$ cat src/rtl/bvr_trap_pkg.sv
package bvr_trap_pkg;
  localparam int OC_W      = 6;
  localparam int OC_UNDEF  = 0;
  localparam int OC_TRAP2  = 1;
  localparam int OC_HYP    = 2;
  localparam int OC_TRAP3  = 3;
  localparam int OC_HALT   = 4;
  localparam int OC_ACCESS = 5;

  typedef logic [OC_W-1:0] outcome_t;

  typedef struct packed {
    logic halted;
    logic l2_enabled;
    logic l2_is64;
    logic l2_trap_de;
    logic l2_trap_da;
    logic l3_present;
    logic l3_is64;
    logic l3_trap_da;
    logic sec_dbg_off;
    logic os_lock;
    logic halt_allowed;
    logic ext_trap_da;
  } dbg_ctl_t;
endpackage

$ cat src/rtl/bvr_sel_decode.sv
module bvr_sel_decode #(
  parameter logic [3:0] SEL_COPROC = 4'b1110,
  parameter logic [2:0] SEL_OPC1   = 3'b000,
  parameter logic [3:0] SEL_CRN    = 4'b0000,
  parameter logic [2:0] SEL_OPC2   = 3'b100
) (
  input  logic [3:0] coproc,
  input  logic [2:0] opc1,
  input  logic [3:0] crn,
  input  logic [2:0] opc2,
  output logic       hit
);
  always_comb begin
    hit = (coproc == SEL_COPROC) && (opc1 == SEL_OPC1) &&
          (crn == SEL_CRN) && (opc2 == SEL_OPC2);
  end
endmodule

$ cat src/rtl/bvr_trap_chain.sv
module bvr_trap_chain
  import bvr_trap_pkg::*;
#(
  parameter bit SDD_UNDEF_FIRST = 1'b1
) (
  input  logic [1:0] priv,
  input  dbg_ctl_t   ctl,
  output outcome_t   outcome
);
  logic l3_trap, l2_any, halt_hit, sdd_halted, early_undef;

  always_comb begin
    l3_trap    = ctl.l3_present && ctl.l3_is64 && ctl.l3_trap_da;
    l2_any     = ctl.l2_trap_de || ctl.l2_trap_da;
    halt_hit   = !ctl.os_lock && ctl.halt_allowed && ctl.ext_trap_da;
    sdd_halted = ctl.halted && ctl.sec_dbg_off;
  end

  generate
    if (SDD_UNDEF_FIRST) begin : g_early
      assign early_undef = sdd_halted && l3_trap;
    end else begin : g_late
      assign early_undef = 1'b0;
    end
  endgenerate

  always_comb begin
    outcome = '0;
    unique case (priv)
      2'd0: outcome[OC_UNDEF] = 1'b1;
      2'd1: begin
        if (early_undef)                                  outcome[OC_UNDEF]  = 1'b1;
        else if (ctl.l2_enabled && ctl.l2_is64 && l2_any)  outcome[OC_TRAP2]  = 1'b1;
        else if (ctl.l2_enabled && !ctl.l2_is64 && l2_any) outcome[OC_HYP]    = 1'b1;
        else if (l3_trap && sdd_halted)                    outcome[OC_UNDEF]  = 1'b1;
        else if (l3_trap)                                  outcome[OC_TRAP3]  = 1'b1;
        else if (halt_hit)                                 outcome[OC_HALT]   = 1'b1;
        else                                               outcome[OC_ACCESS] = 1'b1;
      end
      2'd2: begin
        if (early_undef)                 outcome[OC_UNDEF]  = 1'b1;
        else if (l3_trap && sdd_halted)  outcome[OC_UNDEF]  = 1'b1;
        else if (l3_trap)                outcome[OC_TRAP3]  = 1'b1;
        else if (halt_hit)               outcome[OC_HALT]   = 1'b1;
        else                             outcome[OC_ACCESS] = 1'b1;
      end
      default: begin
        if (halt_hit) outcome[OC_HALT]   = 1'b1;
        else          outcome[OC_ACCESS] = 1'b1;
      end
    endcase
  end
endmodule

$ cat src/rtl/bvr_outcome_reg.sv
module bvr_outcome_reg
  import bvr_trap_pkg::*;
#(
  parameter int          IDX_W    = 4,
  parameter int          EC_W     = 6,
  parameter logic [EC_W-1:0] TRAP_EC = 'h05
) (
  input  logic             clk,
  input  logic             rst,
  input  logic             take,
  input  logic             is_write,
  input  logic [IDX_W-1:0] index,
  input  outcome_t         outcome_d,
  output logic             rsp_valid,
  output outcome_t         rsp_outcome,
  output logic [EC_W-1:0]  rsp_class,
  output logic [IDX_W-1:0] rsp_index,
  output logic             rsp_write,
  output logic             acc_rd_stb,
  output logic             acc_wr_stb
);
  logic is_trap;

  always_comb begin
    is_trap = outcome_d[OC_TRAP2] || outcome_d[OC_HYP] || outcome_d[OC_TRAP3];
  end

  always_ff @(posedge clk) begin
    if (rst) begin
      rsp_valid   <= 1'b0;
      rsp_outcome <= '0;
      rsp_class   <= '0;
      rsp_index   <= '0;
      rsp_write   <= 1'b0;
      acc_rd_stb  <= 1'b0;
      acc_wr_stb  <= 1'b0;
    end else begin
      rsp_valid  <= take;
      acc_rd_stb <= take && outcome_d[OC_ACCESS] && !is_write;
      acc_wr_stb <= take && outcome_d[OC_ACCESS] && is_write;
      if (take) begin
        rsp_outcome <= outcome_d;
        rsp_class   <= is_trap ? TRAP_EC : '0;
        rsp_index   <= index;
        rsp_write   <= is_write;
      end
    end
  end

  p_latency_r1: assert property (@(posedge clk) disable iff (rst)
    take |=> rsp_valid);
  p_no_spurious_r1: assert property (@(posedge clk) disable iff (rst)
    !take |=> !rsp_valid && !acc_rd_stb && !acc_wr_stb);
  p_hold_r12: assert property (@(posedge clk) disable iff (rst)
    !take |=> $stable(rsp_outcome) && $stable(rsp_index) && $stable(rsp_class));
  p_onehot_r12: assert property (@(posedge clk) disable iff (rst)
    rsp_valid |-> $countones(rsp_outcome) == 1);
  p_strobe_r10: assert property (@(posedge clk) disable iff (rst)
    (acc_rd_stb || acc_wr_stb) |-> rsp_valid && rsp_outcome[OC_ACCESS] && (acc_wr_stb == rsp_write));
  p_class_r11: assert property (@(posedge clk) disable iff (rst)
    rsp_valid && (rsp_outcome[OC_UNDEF] || rsp_outcome[OC_HALT] || rsp_outcome[OC_ACCESS])
      |-> rsp_class == '0);
endmodule

$ cat src/rtl/bvr_trap_arbiter.sv
module bvr_trap_arbiter
  import bvr_trap_pkg::*;
#(
  parameter int IDX_W           = 4,
  parameter int EC_W            = 6,
  parameter bit SDD_UNDEF_FIRST = 1'b1
) (
  input  logic             clk,
  input  logic             rst,
  input  logic             req_valid,
  input  logic             req_write,
  input  logic [3:0]       req_coproc,
  input  logic [2:0]       req_opc1,
  input  logic [3:0]       req_crn,
  input  logic [IDX_W-1:0] req_crm,
  input  logic [2:0]       req_opc2,
  input  logic [1:0]       cur_priv,
  input  logic             halted,
  input  logic             l2_enabled,
  input  logic             l2_is64,
  input  logic             l2_trap_de,
  input  logic             l2_trap_da,
  input  logic             l3_present,
  input  logic             l3_is64,
  input  logic             l3_trap_da,
  input  logic             sec_dbg_off,
  input  logic             os_lock,
  input  logic             halt_allowed,
  input  logic             ext_trap_da,
  output logic             rsp_valid,
  output logic [5:0]       rsp_outcome,
  output logic [EC_W-1:0]  rsp_class,
  output logic [IDX_W-1:0] rsp_index,
  output logic             rsp_write,
  output logic             acc_rd_stb,
  output logic             acc_wr_stb
);
  logic     sel_hit, take;
  dbg_ctl_t ctl;
  outcome_t chain_out;

  always_comb begin
    ctl.halted       = halted;
    ctl.l2_enabled   = l2_enabled;
    ctl.l2_is64      = l2_is64;
    ctl.l2_trap_de   = l2_trap_de;
    ctl.l2_trap_da   = l2_trap_da;
    ctl.l3_present   = l3_present;
    ctl.l3_is64      = l3_is64;
    ctl.l3_trap_da   = l3_trap_da;
    ctl.sec_dbg_off  = sec_dbg_off;
    ctl.os_lock      = os_lock;
    ctl.halt_allowed = halt_allowed;
    ctl.ext_trap_da  = ext_trap_da;
    take             = req_valid && sel_hit;
  end

  bvr_sel_decode u_decode (
    .coproc (req_coproc),
    .opc1   (req_opc1),
    .crn    (req_crn),
    .opc2   (req_opc2),
    .hit    (sel_hit)
  );

  bvr_trap_chain #(.SDD_UNDEF_FIRST(SDD_UNDEF_FIRST)) u_chain (
    .priv    (cur_priv),
    .ctl     (ctl),
    .outcome (chain_out)
  );

  bvr_outcome_reg #(.IDX_W(IDX_W), .EC_W(EC_W)) u_oreg (
    .clk         (clk),
    .rst         (rst),
    .take        (take),
    .is_write    (req_write),
    .index       (req_crm),
    .outcome_d   (chain_out),
    .rsp_valid   (rsp_valid),
    .rsp_outcome (rsp_outcome),
    .rsp_class   (rsp_class),
    .rsp_index   (rsp_index),
    .rsp_write   (rsp_write),
    .acc_rd_stb  (acc_rd_stb),
    .acc_wr_stb  (acc_wr_stb)
  );

  p_priv0_undef_r2: assert property (@(posedge clk) disable iff (rst)
    take && cur_priv == 2'd0 |=> rsp_outcome[OC_UNDEF]);
  p_priv3_only_halt_r8: assert property (@(posedge clk) disable iff (rst)
    take && cur_priv == 2'd3 |=> rsp_outcome[OC_HALT] || rsp_outcome[OC_ACCESS]);
  p_priv2_no_l2_r7: assert property (@(posedge clk) disable iff (rst)
    take && cur_priv == 2'd2 |=> !rsp_outcome[OC_TRAP2] && !rsp_outcome[OC_HYP]);
  p_index_r10: assert property (@(posedge clk) disable iff (rst)
    take |=> rsp_index == $past(req_crm) && rsp_write == $past(req_write));
endmodule

$ cat config.mk
export PLATFORM = sky130hd
export DESIGN_NAME = bvr_trap_arbiter
export DESIGN_NICKNAME = d
export VERILOG_FILES = /design/src/rtl/bvr_trap_pkg.sv /design/src/rtl/bvr_sel_decode.sv /design/src/rtl/bvr_trap_chain.sv /design/src/rtl/bvr_outcome_reg.sv /design/src/rtl/bvr_trap_arbiter.sv
export SDC_FILE = /design/constraint.sdc
export NUM_CORES = 1
export LEC_CHECK = 0
export BUFFER_PORTS_ARGS = -buffer_cell sky130_fd_sc_hd__buf_2
export CORE_MARGIN = 8
export CORE_UTILIZATION = 39
export DETAILED_ROUTE_END_ITERATION = 10
export PLACE_DENSITY = 0.78
export REMOVE_ABC_BUFFERS = 1
export SLEW_MARGIN = 20
export SYNTH_ARGS = -nofsm -noshare
export SYNTH_HDL_FRONTEND = slang
export SYNTH_SLANG_ARGS = --single-unit
$ cat constraint.sdc
create_clock -name clk -period 1.4 [get_ports clk]
set_clock_uncertainty 0.05 [all_clocks]
set_input_delay 0.14 -clock clk [delete_from_list [all_inputs] [get_ports clk]]
set_output_delay 0.14 -clock clk [all_outputs]
set_load 0.01 [all_outputs]
==> flow_metrics.py <==
metrics = {
    "run_status": {
        "status": "finished, final reports clean",
    },
    "final_layout": {
        "antennaDiodeCount": 0,
        "final_nets": 183,
        "layout-area-overhead-vs-synth_pct": 40.92,
        "fin_cells": 169,
        "fill_cells": 175,
        "final_layout_size_suffix_gt1_share_pct": 44.37,
        "finish.utilization_pct": 56.64,
    },
    "power_and_ir_drop": {
        "finalPower_mw": 0.7731,
        "p_leak_nw": 0.5464,
        "powerDensity_nw_per_um2": 717.6,
        "peakVddDrop_mv": 0.4160,
    },
    "clock_tree": {
        "clk_pin_slew_worst_paths_ns": 0.09,
        "clkLatencyLatePin_ns": 0.27,
        "cts_resized": 0,
        "cts_tree": "built",
        "hold_buffers": 0,
        "cts_root_buffer": "clkbuf_4",
        "cts_num_sinks": 15,
        "cts_buffer_depth": 2,
        "htreeDepth": 1,
        "post_cts_buffers": 0,
        "cts_buffers": 3,
    },
    "timing": {
        "final_max_slew_viol_count": 0,
        "rsz0062_at_grt": "no",
        "max_clock_freq_ghz": 0.8861,
        "tns_ns": 0,
        "fin_crit_sh_pct": 80.61,
        "layout_setup_ws_ns": 0.2714,
        "finalSetupViolations": 0,
        "layout_min_cycle_time_ns": 1.129,
        "finalHoldViolCount": 0,
    },
    "global_routing": {
        "overflow": 0,
        "grt_pass1_wl_um": 3470,
        "grt_use_total_pct": 12.32,
        "grt_start_max_net_pins": 15,
        "grt_pass1_vias": 840,
        "antenna_found_initial": 0,
    },
    "synthesis": {
        "ys_warn_count": 0,
        "ys.flop_type": "dfxtp_1",
        "synth_area_per_cell_sq_um": 8.787,
        "synth.ff_latch_count": 15,
        "syn_area_sq_um": 764.5,
        "synth_edf_count": 0,
        "ys_types": 29,
        "synth_cells": 87,
        "seq_area_frac_synth_pct": 39.28,
        "synthArstFlopShare_pct": 0,
    },
    "routing": {
        "drt_iter0_markers": 20,
        "dr.pass1.iters": 4,
        "routed_wl_um": 2218,
        "vias_per_cell": 4.822,
        "vias": 815,
        "ant_nets": 0,
        "wl_per_cell_um": 13.12,
        "drc": 0,
    },
    "critical_path": {
        "crit_required_ns": 1.52,
        "cp.arrival_ns": 1.25,
        "crit_fanout": 4,
        "cp-end-kind": "flip-flop",
        "path_class": "in2reg",
        "cp-start-kind": "primary input",
    },
    "placed_design": {
        "pre_cts_ws_ns": -0.01471,
        "dpl.cell_count": 165,
        "gp_congestion": 0.7766,
        "dp_hpwl_um": 1923,
        "portBuffers": 51,
    },
    "floorplanning": {
        "die_area_sq_um": 3633,
        "ios": 56,
        "rows": 16,
        "die_h_um": 60.28,
        "core_area_sq_um": 1902,
        "die_w_um": 60.28,
        "start_util_pct": 40.20,
    },
    "worst_hold_path": {
        "worstHoldPathType": "in2reg",
    },
    "job": {
        "max-cap-violations": 0,
    },
}
synth_stat cells, drive strengths merged, types with 2 or more instances:
library cell,instances,area [sq um]
and4bb,2,25.02
clkbuf,2,7.510
a21oi,10,50.05
or3,2,12.51
dfxtp,15,300.3
ha,4,50.05
nand2,17,63.81
buf,6,45.04
nor2,2,7.510
nand3b,3,22.52
inv,3,11.26
and4,2,17.52
nand3,3,15.01
and3,2,12.51
cell type report:
| class | count | area (sq um) | area share, % |
|---|---|---|---|
| well taps | 27 | 33.78 | 3.136 |
| flip-flops and latches | 15 | 300.3 | 27.87 |
| inverters | 3 | 11.26 | 1.045 |
| multi-input cells | 64 | 411.6 | 38.21 |
| clock inverters | 1 | 5.005 | 0.4646 |
| repair buffers | 56 | 292.8 | 27.18 |
| clock buffers | 3 | 22.52 | 2.091 |
critical path: stages:
cell and delay [ns]:
buf_2 0.10, inv_1 0.06, ha_1 0.22, or3_1 0.37, o311a_1 0.15, and4b_1 0.20
placed cells by master, fill, tap and decap left out, types with 2 or more instances in the layout:
| cell type | synthesis | routed |
|---|---|---|
| buf_2 | 0 | 51 |
| nand2_1 | 17 | 17 |
| dfxtp_1 | 15 | 15 |
| a21oi_1 | 10 | 10 |
| buf_4 | 6 | 5 |
| ha_1 | 4 | 4 |
| conb_1 | 1 | 4 |
| inv_1 | 3 | 3 |
| nand3b_1 | 3 | 3 |
| nand3_1 | 3 | 3 |
| clkbuf_4 | 0 | 3 |
| and3_1 | 2 | 2 |
| and4_1 | 2 | 2 |
| nor2_1 | 2 | 2 |
| or3_1 | 2 | 2 |
layer usage:
metal	global-route usage [%]	wire (um)	vias to the layer above
met5	0	0	-
met4	5.102	23	0
met3	4.301	242	4
met2	21.95	1051	39
met1	12.61	902	358
li1	-	-	414
logic make-up (layout without fill, tap and decap cells):
kind of cell	Yosys count	in the layout	synth area share, %
simple gates	39	39	31.59
fa+ha+maj	4	4	6.547
compound gates	17	17	13.75
buf+inv	11	63	8.347
other cells	1	4	0.4905
flops	15	15	39.28
through the flow:
step	hold WS (ns)	cell area [sq um]
2_1_floorplan	0.1591	723.2
3_3_place_gp	0.3325	1050
3_5_place_dp	0.3406	1050
4_1_cts	0.02945	1077
5_1_grt	0.03080	1077
6_report	0.04322	1077
sequential cells by signal, summed over array words and instances, names as in the netlist:
signal              count
u_oreg.rsp_outcome      6
u_oreg.rsp_index        4
u_oreg.acc_rd_stb       1
u_oreg.acc_wr_stb       1
u_oreg.rsp_class        1
u_oreg.rsp_valid        1
u_oreg.rsp_write        1
power breakdown:
| part | switching [mW] | total [mW] | internal (mW) |
|---|---|---|---|
| combinational | 0.0517 | 0.107 | 0.0554 |
| clock | 0.134 | 0.240 | 0.106 |
| sequential | 0.00000382 | 0.426 | 0.426 |
| total | 0.186 | 0.773 | 0.587 |
path summary, 6_finish.rpt:
kind	slack [ns]	depth (start not counted)	end	startpoint
worst max register to register	0.73	2	u_oreg.rsp_class[0]$_SDFFE_PP0N_	u_oreg.rsp_class[0]$_SDFFE_PP0N_
worst min register to register	0.40	2	u_oreg.rsp_outcome[2]$_SDFFE_PP0N_	u_oreg.rsp_outcome[2]$_SDFFE_PP0N_
worst max-delay path	0.27	6	u_oreg.acc_rd_stb$_SDFF_PP0_	cur_priv[0]
worst min-delay path	0.04	3	u_oreg.rsp_index[1]$_SDFFE_PP0N_	req_crm[1]
Power figures use the tool's default switching activity.
